### config.mk
export PLATFORM = sky130hd
export DESIGN_NAME = sensor_status_reg
export DESIGN_NICKNAME = d
export VERILOG_FILES = /design/src/rtl/sstat_pkg.sv /design/src/rtl/sstat_pwrup_timer.sv /design/src/rtl/sstat_flag.sv /design/src/rtl/sstat_phase_enc.sv /design/src/rtl/sensor_status_reg.sv
export SDC_FILE = /design/constraint.sdc
export NUM_CORES = 1
export LEC_CHECK = 0
export ABC_AREA = 1
export ABC_CLOCK_PERIOD_IN_PS = 1800
export BUFFER_PORTS_ARGS = -buffer_cell sky130_fd_sc_hd__buf_2
export CAP_MARGIN = 15
export CORE_AREA = 3 3 54 56
export CTS_CLUSTER_DIAMETER = 150
export DETAILED_ROUTE_END_ITERATION = 10
export DIE_AREA = 0 0 57 59
export PLACE_DENSITY = 0.75
export REMOVE_ABC_BUFFERS = 1
export SLEW_MARGIN = 0
export SYNTH_ARGS = -nofsm -noshare
export SYNTH_HDL_FRONTEND = slang
export SYNTH_SLANG_ARGS = --single-unit
### constraint.sdc
create_clock -name clk -period 1.8 [get_ports clk]
set_clock_uncertainty 0.2 [all_clocks]
set_input_delay 0.09 -clock clk [delete_from_list [all_inputs] [get_ports clk]]
set_output_delay 0.09 -clock clk [all_outputs]
set_load 0.005 [all_outputs]
### src/rtl/sstat_pkg.sv
`timescale 1ns/1ps
package sstat_pkg;
  typedef enum logic [1:0] {
    PH_INIT   = 2'd0,
    PH_NORMAL = 2'd1,
    PH_TEST   = 2'd2,
    PH_RSVD   = 2'd3
  } phase_e;

  localparam logic [1:0] CODE_INIT = 2'b00;
  localparam logic [1:0] CODE_NORM = 2'b01;
  localparam logic [1:0] CODE_TEST = 2'b10;
  localparam logic [1:0] CODE_ERR  = 2'b11;

  localparam int unsigned STATUS_W = 8;
endpackage

### src/rtl/sstat_pwrup_timer.sv
`timescale 1ns/1ps
module sstat_pwrup_timer #(
  parameter int unsigned CLK_HZ = 200_000_000,
  parameter int unsigned WIN_US = 400
) (
  input  logic clk,
  input  logic rst_n,
  output logic win_active_o,
  output logic done_o
);
  localparam int unsigned WIN_CYC = (CLK_HZ / 1_000_000) * WIN_US;
  localparam int unsigned CNT_W   = $clog2(WIN_CYC + 1);
  localparam logic [CNT_W-1:0] CNT_END = CNT_W'(WIN_CYC);

  logic [CNT_W-1:0] cnt_q, cnt_d;
  logic             cnt_en;

  assign cnt_en       = (cnt_q != CNT_END);
  assign win_active_o = cnt_en;
  assign done_o       = ~cnt_en;

  always_comb begin
    cnt_d = cnt_q;
    if (cnt_en) cnt_d = cnt_q + CNT_W'(1);
  end

  always_ff @(posedge clk or negedge rst_n) begin
    if (!rst_n) cnt_q <= '0;
    else if (cnt_en) cnt_q <= cnt_d;
  end

  AST_DONE_HOLDS: assert property (@(posedge clk) disable iff (!rst_n)
    done_o |=> done_o);
endmodule

### src/rtl/sstat_flag.sv
`timescale 1ns/1ps
module sstat_flag #(
  parameter bit CLR_ON_RD = 1'b1
) (
  input  logic clk,
  input  logic rst_n,
  input  logic set_i,
  input  logic rd_i,
  output logic q_o
);
  logic q_q, q_d;

  generate
    if (CLR_ON_RD) begin : g_rdclr
      always_comb begin
        q_d = q_q;
        if (set_i)     q_d = 1'b1;
        else if (rd_i) q_d = 1'b0;
      end
      AST_RD_CLEARS: assert property (@(posedge clk) disable iff (!rst_n)
        (rd_i && !set_i) |=> !q_o);
    end else begin : g_hold
      always_comb begin
        q_d = q_q;
        if (set_i) q_d = 1'b1;
      end
      AST_HOLD_SET: assert property (@(posedge clk) disable iff (!rst_n)
        q_o |=> q_o);
    end
  endgenerate

  always_ff @(posedge clk or negedge rst_n) begin
    if (!rst_n) q_q <= 1'b0;
    else        q_q <= q_d;
  end

  assign q_o = q_q;

  AST_SET_WINS: assert property (@(posedge clk) disable iff (!rst_n)
    set_i |=> q_o);
endmodule

### src/rtl/sstat_phase_enc.sv
`timescale 1ns/1ps
module sstat_phase_enc
  import sstat_pkg::*;
(
  input  phase_e     phase_i,
  input  logic       eoi_i,
  input  logic       err_i,
  output logic [1:0] code_o
);
  always_comb begin
    if (err_i) begin
      code_o = CODE_ERR;
    end else begin
      unique case (phase_i)
        PH_TEST:   code_o = CODE_TEST;
        PH_NORMAL: code_o = eoi_i ? CODE_NORM : CODE_INIT;
        default:   code_o = CODE_INIT;
      endcase
    end
  end
endmodule

### src/rtl/sensor_status_reg.sv
`timescale 1ns/1ps
module sensor_status_reg
  import sstat_pkg::*;
#(
  parameter int unsigned CLK_HZ = 200_000_000,
  parameter int unsigned WIN_US = 400,
  parameter int unsigned NCH    = 2
) (
  input  logic                clk,
  input  logic                rst_n,
  input  logic [1:0]          phase_i,
  input  logic                err_i,
  input  logic                eoi_i,
  input  logic                test_mode_i,
  input  logic                eoi_wr_i,
  input  logic [NCH-1:0]      st_pos_i,
  input  logic [NCH-1:0]      st_neg_i,
  input  logic                soft_rst_i,
  input  logic                cap_loss_i,
  input  logic                rd_i,
  output logic [STATUS_W-1:0] status_o
);
  // reset: asynchronous assertion, release aligned to the clock
  logic [1:0] rst_sync_q;
  logic       rst_int_n;

  always_ff @(posedge clk or negedge rst_n) begin
    if (!rst_n) rst_sync_q <= 2'b00;
    else        rst_sync_q <= {rst_sync_q[0], 1'b1};
  end
  assign rst_int_n = rst_sync_q[1];

  // phase field and test-mode bit
  logic [1:0] code_d, code_q;
  logic       tm_q;

  sstat_phase_enc u_enc (
    .phase_i (phase_e'(phase_i)),
    .eoi_i   (eoi_i),
    .err_i   (err_i),
    .code_o  (code_d)
  );

  always_ff @(posedge clk or negedge rst_int_n) begin
    if (!rst_int_n) begin
      code_q <= CODE_INIT;
      tm_q   <= 1'b0;
    end else begin
      code_q <= code_d;
      tm_q   <= test_mode_i;
    end
  end

  // power-up capture window
  logic win_active, pwrup_done;

  sstat_pwrup_timer #(.CLK_HZ(CLK_HZ), .WIN_US(WIN_US)) u_timer (
    .clk          (clk),
    .rst_n        (rst_int_n),
    .win_active_o (win_active),
    .done_o       (pwrup_done)
  );

  // sticky flags
  logic st_any, wr_err_set, cap_set;
  logic wr_err_q, cap_q, srst_q;

  assign st_any     = (|st_pos_i) | (|st_neg_i);
  assign wr_err_set = eoi_wr_i & st_any;
  assign cap_set    = cap_loss_i & win_active;

  sstat_flag #(.CLR_ON_RD(1'b1)) u_wr_err (
    .clk (clk), .rst_n (rst_int_n), .set_i (wr_err_set), .rd_i (rd_i), .q_o (wr_err_q)
  );

  sstat_flag #(.CLR_ON_RD(1'b0)) u_cap (
    .clk (clk), .rst_n (rst_int_n), .set_i (cap_set), .rd_i (rd_i), .q_o (cap_q)
  );

  sstat_flag #(.CLR_ON_RD(1'b1)) u_srst (
    .clk (clk), .rst_n (rst_int_n), .set_i (soft_rst_i), .rd_i (rd_i), .q_o (srst_q)
  );

  assign status_o = {code_q, tm_q, wr_err_q, 1'b0, cap_q, pwrup_done, srst_q};

  AST_ERR_WINS: assert property (@(posedge clk) disable iff (!rst_int_n)
    err_i |=> (status_o[7:6] == CODE_ERR));
  AST_CAP_CLOSED: assert property (@(posedge clk) disable iff (!rst_int_n)
    (!win_active && !cap_q) |=> !status_o[2]);
  AST_TM_FOLLOWS: assert property (@(posedge clk) disable iff (!rst_int_n)
    test_mode_i |=> status_o[5]);
  AST_NO_SPURIOUS_WERR: assert property (@(posedge clk) disable iff (!rst_int_n)
    (!wr_err_q && !(eoi_wr_i && st_any)) |=> !status_o[4]);
endmodule

**After elaboration in Yosys (flattened, before gate mapping)**

Cells that the tools add are included.

- Add/subtract/negate cells: 1
- Eq/ne operators: 3
- Mux-type cells: 6
- Bitwise gates (word level): 4
- Reductions and logical operators: 4

Operator list:

| operator | count |
|---|---|
| $add A17 B1 Y17 const B | 1 |
| $ne A17 B17 Y1 const B | 1 |
| $mux W1 | 4 |
| $pmux W2 S2 | 1 |
| $reduce_bool A2 Y1 | 2 |
| $reduce_or A2 Y1 | 2 |
| $and A1 B1 Y1 | 2 |
| $eq A2 B1 Y1 const B | 1 |
| $eq A2 B2 Y1 const B | 1 |
| $mux W2 | 1 |
| $not A1 Y1 | 1 |
| $or A1 B1 Y1 | 1 |

- Bits in registers: 25
- Input bits: 15
- Output and inout bits: 8
- Logic and storage cells: 25

**Logic depth before layout (Yosys ltp)**

Gate-level depths: netlist of run 1.

- Depth in word-level cells: 4
- Mapped depth: 7

**Cells and area by module**

A second synthesis of run 1 with hierarchy kept.

- Cell total of the unflattened synthesis: 167
- Area total of the unflattened synthesis: 1320.0 um^2

Modules (own cells, without submodules):

| module | instances | cells an instance | area an instance (um^2) | sequential area each (um^2) |
|---|---|---|---|---|
| sstat_pwrup_timer | 1 | 129 | 977.2 | 425.4 |
| sensor_status_reg | 1 | 19 | 201.4 | 125.1 |
| sstat_flag (u_srst ...) | 2 | 5 | 40.0 | 25.0 |
| sstat_flag (u_cap) | 1 | 4 | 36.3 | 25.0 |
| sstat_phase_enc | 1 | 5 | 25.0 | 0.0 |

**Worst setup path after synthesis of run 1**

Ideal clock, no wire load.

- Kind: reg-to-output
- Start point: register u_timer.cnt_q[0]
- End point: output port status_o[1]
- Data arrival time: 1.095 ns
- Setup slack: 0.415 ns
- Cell stages (with the launch flop): 8
- Path buffers: 1
- Path through: dfrtp_1 > inv_1 > ha_1 > nand4_1 > nor2_1 > nand2_1 > inv_1 > buf_4

- Word-level cells in the longest chain between the ends: 2

Ends and longest elaborated chain:

| what | line | RTL |
|---|---|---|
| start: declaration | sstat_pwrup_timer.sv:15 | `logic [CNT_W-1:0] cnt_q, cnt_d;` |
| start signal: assignment | sstat_pwrup_timer.sv:29 | `else if (cnt_en) cnt_q <= cnt_d;` |
| $ne A17 B17 Y1 | sstat_pwrup_timer.sv:18 | `assign cnt_en = (cnt_q != CNT_END);` |
| $not A1 Y1 | sstat_pwrup_timer.sv:20 | `assign done_o = ~cnt_en;` |
| end: declaration | sensor_status_reg.sv:21 | `output logic [STATUS_W-1:0] status_o` |

Every way passes these cells.

**Worst setup path after layout of run 1**

- Start point: register u_timer.cnt_q[1]
- End point: output port status_o[1]

The elaborated chain is that of the path after synthesis.

==> summary.md, run 1 <==
| Metric | Value |
|---|---|
| DRC Markers | `0` |
| Hold Vio Cnt, Final | `0` |
| GPL Wtd Cong | `0.907` |
| First-pass DRT Iterations | `5` |
| RSZ-0062 raised after global routing | `yes` |
| Dpl hpwl | `1.87 mm` |
| Core area | `2480 sq um` |
| Setup Slack @ Placement | `0.290 ns` |
| Final ANT Viol Nets | `0` |
| Util after Layout | `66.8%` |
| Maximum fanout along the worst path | `2` |
| Comb pwr share | `7.5%` |
| Vias in the first global route | `1163` |
| Sw Share | `21.3%` |
| Tot GR Track Use | `18.4%` |
| Die width | `57 microns` |
| Register bit count reported by yosys | `25` |
| First-pass GRT wire length | `4.82 mm` |
| # fillers | `196` |
| Congestion Overflow GR | `0` |
| Mapped Cells | `161` |
| YS warnings | `0` |
| CTS tree | `done` |
| Max_cap viols | `0` |
| Status | `finished clean` |
| H-tree depth | `1` |
| Worst hold path class | `reg2async` |
| # IOs | `23` |
| Max-slew violation count | `0` |
| Initial antenna violation count | `0` |
| Largest net degree at the start of global routing | `24` |
| Seq pwr share | `64.8%` |
| Via count | `1128` |
| Worst EP required | `1.51 ns` |
| Clock power frac | `27.6%` |
| Clk slew on worst S/H paths | `0.13 ns` |
| Peak supply drop | `0.000420 V` |
| Min cycle time layout | `1.73 ns` |
| Layout Nets | `219` |
| Area growth syn-to-layout | `25.2%` |
| P per Cell Area | `535 nW/um^2` |
| CTS Buf Count | `3` |
| Register area share after synthesis | `47.3%` |
| Final Cycle Share | `96.4%` |
| Leading post-synthesis cells by cell area | `dfrtp_1 47%, nand2_1 11%, nor2_1 7.7%, inv_1 5.1%, nand3_1 4.5%` |
| Clock Path Buffers | `2` |
| Row count | `18` |
| DRC violation total after the first TritonRoute iteration | `77` |
| Wire length per cell | `12.1 microns` |
| Synthesized area | `1320 sq um` |
| Mean cell area of the mapped netlist | `8.21 sq um` |
| Ant diodes | `0` |
| Fmax | `576 MHz` |
| Synth top area share | `47.3%` |
| Sw Pwr | `188 uW` |
| Pleak | `0.000837 uW` |
| Distinct cell type count after synthesis | `22` |
| Clock sinks | `25` |
| Die height | `59 microns` |
| Startpoint types | `flop` |
| Crit path DAT | `1.44 ns` |
| Leading area contributor after synthesis | `dfrtp_1` |
| Post-route setup slack | `0.0650 ns` |
| Int Pwr | `697 uW` |
| PortBufs | `21` |
| Setup violators final | `0` |
| Setup crit end kind | `output port` |
| Layout cells sized above 1 | `25.9%` |
| Root Driver | `clkbuf_4` |
| Worst Path Class, Setup | `reg2out` |
| Initial cell density of the core | `53.4%` |
| Clk_lat worst skew | `0.31 ns` |
| Post-Route WL | `2.80 mm` |
| Via density | `4.88` |
| Die area | `3360 sq um` |
-- cells in the final DEF (no fill, tap or decap), drive strengths merged --
cell type / count
buf: 30
clkbuf: 4
conb: 2
dfrtp: 25
dlygate4sd3: 12
ha: 2
inv: 19
nand2: 43
nand3: 14
nand4: 3
nor2: 31
nor3: 1
o21ai: 4
o21bai: 1
xnor2: 6
xor2: 4
-- state kept, by name, summed over array words and instances (netlist names) --
register and flops:
tm_q 1, rst_sync_q 2, u_wr_err.q_o 1, code_q 2, u_cap.q_o 1, u_srst.q_o 1, u_timer.cnt_q 17
-- path summary, 6_finish.rpt --
kind                                         startpoint                             to  slack [ns]  cells after the start
max in group asynchronous                         rst_n        rst_sync_q[0]$_DFF_PN0_        0.86                      3
min in group clk                rst_sync_q[0]$_DFF_PN0_        rst_sync_q[1]$_DFF_PN0_        0.17                      0
min reg2reg                     rst_sync_q[1]$_DFF_PN0_  u_timer.cnt_q[11]$_DFFE_PN0P_        0.02                      1
max                        u_timer.cnt_q[1]$_DFFE_PN0P_                    status_o[1]        0.07                      7
min                             rst_sync_q[1]$_DFF_PN0_  u_timer.cnt_q[11]$_DFFE_PN0P_        0.02                      1
max reg2reg                u_timer.cnt_q[1]$_DFFE_PN0P_  u_timer.cnt_q[10]$_DFFE_PN0P_        0.19                      9
-- logic make-up after synthesis --
family                   count (synthesis)  synth area share [%]
flip-flops                              25                  47.3
buffers and inverters                   25                  8.80
adder cells (fa/ha/maj)                  2                  1.89
XOR/XNOR                                10                  6.62
AND/OR/NAND/NOR                         92                  32.7
AO/OA/AOI/OAI                            5                  2.08
other                                    2                 0.568
-- routing by layer --
metal	part of all wire (%)	track usage, %	up-vias
li1	-	-	566
met4	1.0	8.94	0
met5	0	0	-
met2	49	30.7	43
met1	43	23.0	515
met3	6.4	3.49	4
-- layout make-up --
type / instances / area [sq um] / area share (%)
clock buffers: 4 / 26.3 / 1.59
inverters: 19 / 71.3 / 4.31
multi-input cells: 111 / 601 / 36.3
flip-flops and latches: 25 / 627 / 37.9
well taps: 30 / 37.5 / 2.27
repair buffers: 42 / 293 / 17.7
-- worst max-delay path, stage by stage, from the launching register on --
cell and delay, ns:
dfrtp_1 0.42, inv_2 0.09, ha_4 0.14, nand4_1 0.12, nor2_2 0.14, nand2_1 0.08
inv_1 0.05, buf_2 0.10
-- synth_stat cells, drive strengths merged --
cell type and number:
nand2 43, nor2 31, dfrtp 25, inv 19, nand3 14, buf 6, xnor2 6, o21ai 4
xor2 4, nand4 3, conb 2, ha 2, nor3 1, o21bai 1
-- timing repair --
item                                    in CTS  in global routing
gates resized for setup                      0                  9
setup buffers                                3                  5
endpoints found under the setup margin       1                  1
pin swaps                                    1                  3
hold buffers                                12                  0
hold endpoints to repair                     8                  0
-- through the flow --
stage	power [uW]	hold WS, ns	cell area, sq um	instances	setup TNS, ns
after global routing	932	0.0587	1660	231	-0.0485
after floorplan	601	-0.406	1280	155	0
after CTS	897	0.0300	1600	226	0
after detailed placement	631	-0.324	1430	207	0
final	885	0.0176	1660	231	0
after global placement	628	-0.325	1430	207	0
-- power by group through the flow --
stage          logic [uW]  registers [uW]  clock network [uW]
3_5_place_dp         46.1             585                   0
4_1_cts              67.2             574                 256
3_3_place_gp         43.8             584                   0
5_1_grt              75.6             576                 281
6_report             66.4             574                 245
2_1_floorplan        8.16             593                   0
Note: power is estimated with default switching activity, not from simulation.
==> inputs of run 2 (changes only) <==
Settings changed: ABC_CLOCK_PERIOD_IN_PS 1800 to 2000.
Clock period 1.8 ns to 2 ns, I/O delays scaled along.
==> run 2 against run 1 <==
Net effect:
- non-clock buffer count down 8
- sequential share of layout area up 1.9 points
- count of clock-buffer cells in the layout unchanged
- critical path type unchanged
- design area down 4.7%
==> summary.md, run 2 (synthesis results as in run 1) <==
| Metric | Value |
|---|---|
| Status | `finished clean` |
| Pleak | `0.000797 uW` |
| Area growth syn-to-layout | `19.3%` |
| Most common cell after layout, fill and taps aside | `nand2_1` |
| Largest net degree at the start of global routing | `24` |
| Die area | `3360 sq um` |
| Setup violators final | `0` |
| Worst reg2reg endpoint | `u_timer.cnt_q[14]$_DFFE_PN0P_` |
| Maximum fanout along the worst path | `4` |
| Ant diodes | `0` |
| Die width | `57 microns` |
| First-pass GRT wire length | `4.41 mm` |
| Vias in the first global route | `994` |
| Clk_lat worst skew | `0.33 ns` |
| Core area | `2480 sq um` |
| Setup crit end kind | `output port` |
| Layout cells sized above 1 | `19.7%` |
| Via count | `1069` |
| CTS tree | `done` |
| CTS Buf Count | `3` |
| Most flop-heavy register | `u_timer.cnt_q` |
| Reg area | `627 sq um` |
| Final Cycle Share | `95.1%` |
| Max-slew violation count | `0` |
| Fmax | `526 MHz` |
| Initial cell density of the core | `53.4%` |
| # IOs | `23` |
| Largest register FFs | `17` |
| Commonest cells after routing, fill and taps aside | `40 x nand2_1, 26 x nor2_1, 24 x dfrtp_1` |
| CP max stage delay | `0.47 ns` |
| FF-to-FF Start | `u_timer.cnt_q[1]$_DFFE_PN0P_` |
| Reg-to-reg slack, setup | `0.46 ns` |
| Reg2Reg Depth | `6` |
| Worst Path Class, Setup | `reg2out` |
| Peak supply drop | `0.000459 V` |
| Crit-path most repeated cell | `inv_1` |
| Post-Place Cell Area | `1430 sq um` |
| Post-Route WL | `2.63 mm` |
| Via density | `4.79` |
| Crit path DAT | `1.60 ns` |
| Clock sinks | `25` |
| Layout Nets | `211` |
| Tot GR Track Use | `17.8%` |
| Multi-input logic area | `583 sq um` |
| CP max-delay cell | `dfrtp_2` |
| Max_cap viols | `0` |
| Initial antenna violation count | `0` |
| Clk slew on worst S/H paths | `0.14 ns` |
| Critical path depth in cells | `7` |
| Row count | `18` |
| DRC Markers | `0` |
| DRC violation total after the first TritonRoute iteration | `31` |
| Cell area after layout | `1580 sq um` |
| P per Cell Area | `514 nW/um^2` |
| First-pass DRT Iterations | `5` |
| GPL Wtd Cong | `0.936` |
| Wire length per cell | `11.8 microns` |
| Hold Vio Cnt, Final | `0` |
| # fillers | `224` |
| CP bufs+invs | `3` |
| Worst EP required | `1.70 ns` |
| H-tree depth | `1` |
| Worst hold path class | `reg2async` |
| Delay-heaviest family, CP | `flip-flops` |
| Regs by FF count | `u_timer.cnt_q x17, code_q x2, rst_sync_q x2` |
| Congestion Overflow GR | `0` |
| Die height | `59 microns` |
| Dpl hpwl | `1.93 mm` |
| Cells along the critical path | `inv_1 -> ha_1 -> nand4_1 -> nor2_2 -> nand2_1 -> inv_1 -> buf_2` |
| Min cycle time layout | `1.90 ns` |
| Clock Path Buffers | `2` |
| Root Driver | `clkbuf_4` |
| Final ANT Viol Nets | `0` |
| Startpoint types | `flop` |
| PortBufs | `21` |
| Util after Layout | `63.7%` |
[run 2: worst max-delay path by stage]
stage / startpoint / to / slack (ns)
after floorplan: u_timer.cnt_q[0]$_DFFE_PN0P_ / u_timer.cnt_q[16]$_DFFE_PN0P_ / 0.63
after global placement: u_timer.cnt_q[0]$_DFFE_PN0P_ / status_o[1] / 0.56
after detailed placement: u_timer.cnt_q[0]$_DFFE_PN0P_ / status_o[1] / 0.48
after CTS: u_timer.cnt_q[0]$_DFFE_PN0P_ / status_o[1] / 0.1
after global routing: u_timer.cnt_q[0]$_DFFE_PN0P_ / status_o[1] / -0.003
final: u_timer.cnt_q[0]$_DFFE_PN0P_ / status_o[1] / 0.1
[run 2: cell type report]
cell class | count | share of cell area, %
Clock buffer | 4 | 1.67
Inverter | 19 | 4.52
Multi-Input combinational cell | 111 | 37.0
Sequential cell | 25 | 39.7
Tap cell | 30 | 2.38
Timing Repair Buffer | 34 | 14.8
[run 2: power by group]
group / total (uW) / leakage [uW] / switching [uW] / internal [uW]
sequential: 516 / 0.000314 / 2.54 / 514
clock: 234 / 0.0000150 / 155 / 78.4
combinational: 60.2 / 0.000469 / 25.0 / 35.2
total: 810 / 0.000797 / 183 / 627
[run 2: through the flow]
| step | power [uW] | hold WS (ns) | setup slack (ns) | setup TNS [ns] | instances |
|---|---|---|---|---|---|
| finish | 810 | 0.00312 | 0.0982 | 0 | 223 |
| CTS | 814 | 0.0370 | 0.100 | 0 | 223 |
| global route | 845 | 0.0585 | -0.00301 | -0.00301 | 223 |
| global placement | 565 | -0.316 | 0.559 | 0 | 207 |
| detailed placement | 567 | -0.314 | 0.479 | 0 | 207 |
| floorplan | 541 | -0.396 | 0.631 | 0 | 155 |
[run 2: timing repair]
item | 4_1_cts | 5_1_grt
resized for setup | 0 | 2
hold buffers | 12 | 0
hold endpoints to repair | 8 | 0
endpoints found under the setup margin | 0 | 1
buffers inserted | 0 | 0
[run 2: metal layers]
| metal | routed length [microns] | track usage, % |
|---|---|---|
| met1 | 1130 | 20.6 |
| met2 | 1320 | 31.0 |
| met3 | 124 | 3.92 |
| met4 | 53 | 8.94 |
| met5 | 0 | 0 |
==> inputs of run 3 (changes only) <==
Settings changed: CORE_AREA 3 3 54 56 to 4 4 55 57, DIE_AREA 0 0 57 59 to 0 0 59 61.
==> run 3 against run 2 <==
Net effect:
- clock power is 4% lower
- core utilization is 0.30 points higher
- via count is 0.37% higher
- highest routed layer unchanged
- critical path depth stayed put
- worst hold slack better by 0.020 ns
- non-clock buffer count is 1 higher
- wire length is 3.8% lower
==> summary.md, run 3 (synthesis results as in run 1) <==
| Metric | Value |
|---|---|
| Area growth syn-to-layout | `19.9%` |
| Maximum fanout along the worst path | `4` |
| Inst Count DP | `207` |
| Most flop-heavy register | `u_timer.cnt_q` |
| Die width | `59 microns` |
| Initial cell density of the core | `53.4%` |
| Row count | `18` |
| Worst Path Class, Setup | `reg2out` |
| Root Driver | `clkbuf_4` |
| Via density | `4.79` |
| Largest net degree at the start of global routing | `24` |
| Die height | `61 microns` |
| Congestion Overflow GR | `0` |
| First-pass DRT Iterations | `6` |
| Clock Path Buffers | `2` |
| Max layer used | `met4` |
| FF-to-FF Start | `u_timer.cnt_q[0]$_DFFE_PN0P_` |
| Worst EP required | `1.70 ns` |
| Fmax | `539 MHz` |
| H-tree depth | `1` |
| Core area | `2480 sq um` |
| CTS tree | `done` |
| DR WL met3 | `122 microns` |
| Max-slew violation count | `0` |
| Min cycle time layout | `1.86 ns` |
| Clk slew on worst S/H paths | `0.13 ns` |
| Clock sinks | `25` |
| CTS Buf Count | `3` |
| Dpl hpwl | `1.87 mm` |
| Power, Total | `800 uW` |
| Regs by FF count | `u_timer.cnt_q x17, code_q x2, rst_sync_q x2` |
| Tot GR Track Use | `16.6%` |
| # IOs | `23` |
| Max_cap viols | `0` |
| Largest register FFs | `17` |
| Setup violators final | `0` |
| Most common cell after layout, fill and taps aside | `nand2_1` |
| Final Cycle Share | `92.8%` |
| Vias in the first global route | `1093` |
| CP Launch Point | `u_timer.cnt_q[0]$_DFFE_PN0P_` |
| Crit path DAT | `1.56 ns` |
| Util after Layout | `64.0%` |
| DRC Markers | `0` |
| Wire length per cell | `11.3 microns` |
| Via count | `1073` |
| Startpoint types | `flop` |
| Final ANT Viol Nets | `0` |
| Die area | `3600 sq um` |
| Status | `finished clean` |
| Initial antenna violation count | `0` |
| Worst hold slack | `0.0235 ns` |
| Worst hold path class | `reg2async` |
| P per Cell Area | `505 nW/um^2` |
| Ant diodes | `0` |
| Hold Vio Cnt, Final | `0` |
| PortBufs | `21` |
| Commonest cells after routing, fill and taps aside | `40 x nand2_1, 26 x nor2_1, 24 x dfrtp_1` |
| Clk_lat worst skew | `0.31 ns` |
| Pleak | `0.000803 uW` |
| Layout cells sized above 1 | `20.1%` |
| Setup Slack @ Placement | `0.441 ns` |
| First-pass GRT wire length | `4.54 mm` |
| GPL Wtd Cong | `0.868` |
| DRC violation total after the first TritonRoute iteration | `27` |
| Layout Nets | `212` |
| Wl on met1 | `1.10 mm` |
| Post-Route WL | `2.53 mm` |
| Routed met2 length | `1.29 mm` |
| Peak supply drop | `0.000427 V` |
| Setup crit end kind | `output port` |
| Non-Filler Instances | `224` |
| Post-route setup slack | `0.144 ns` |
[run 3: changes by cell type in the layout (fill, tap and decap cells not counted)]
cell | previous run | this run
buf_4 | 1 | 2
[run 3: power by group]
part | leakage, uW | switching [uW] | internal [uW] | total, uW
clock network | 0.0000150 | 146 | 77.9 | 224
registers | 0.000314 | 2.79 | 514 | 517
logic | 0.000474 | 24.8 | 35.2 | 59.9
total | 0.000803 | 173 | 627 | 800
[run 3: what timing repair did]
item,in CTS,in global routing
buffers inserted,0,1
endpoints found under the setup margin,0,1
gates resized for setup,0,2
hold buffers,12,0
endpoints found under the hold margin,8,0
[run 3: critical path, stage by stage (launching register included)]
cell and delay [ns]:
dfrtp_1 0.43, inv_1 0.08, ha_1 0.18, nand4_1 0.15
nor2_2 0.15, nand2_1 0.10, inv_1 0.06, buf_2 0.10
[run 3: layout make-up]
| type | count | area, sq um |
|---|---|---|
| Sequential cell | 25 | 627 |
| Clock buffer | 4 | 26.3 |
| Multi-Input combinational cell | 111 | 583 |
| Fill cell | 215 | 892 |
| Inverter | 19 | 71.3 |
| Tap cell | 30 | 37.5 |
| Timing Repair Buffer | 35 | 240 |
[run 3: layer usage]
metal | global-route usage [%] | vias up
li1 | - | 552
met1 | 20.1 | 497
met2 | 30.8 | 22
met3 | 2.13 | 2
met4 | 4.85 | 0
met5 | 0 | -
[run 3: stage by stage]
step                      TNS [ns]  area, sq um
final                            0         1590
after global placement           0         1430
after CTS                        0         1570
after global routing      -0.00802         1590
after detailed placement         0         1430
after floorplan                  0         1280
[run 3: final timing paths]
kind	end	slack [ns]	cells past startpoint
max	status_o[1]	0.14	7
max reg2reg	u_cap.q_o$_DFFE_PN0P_	0.51	7
min	u_timer.cnt_q[13]$_DFFE_PN0P_	0.02	1
max in group asynchronous	rst_sync_q[0]$_DFF_PN0_	1.05	3
min reg2reg	u_timer.cnt_q[13]$_DFFE_PN0P_	0.02	1
min in group clk	rst_sync_q[1]$_DFF_PN0_	0.17	0
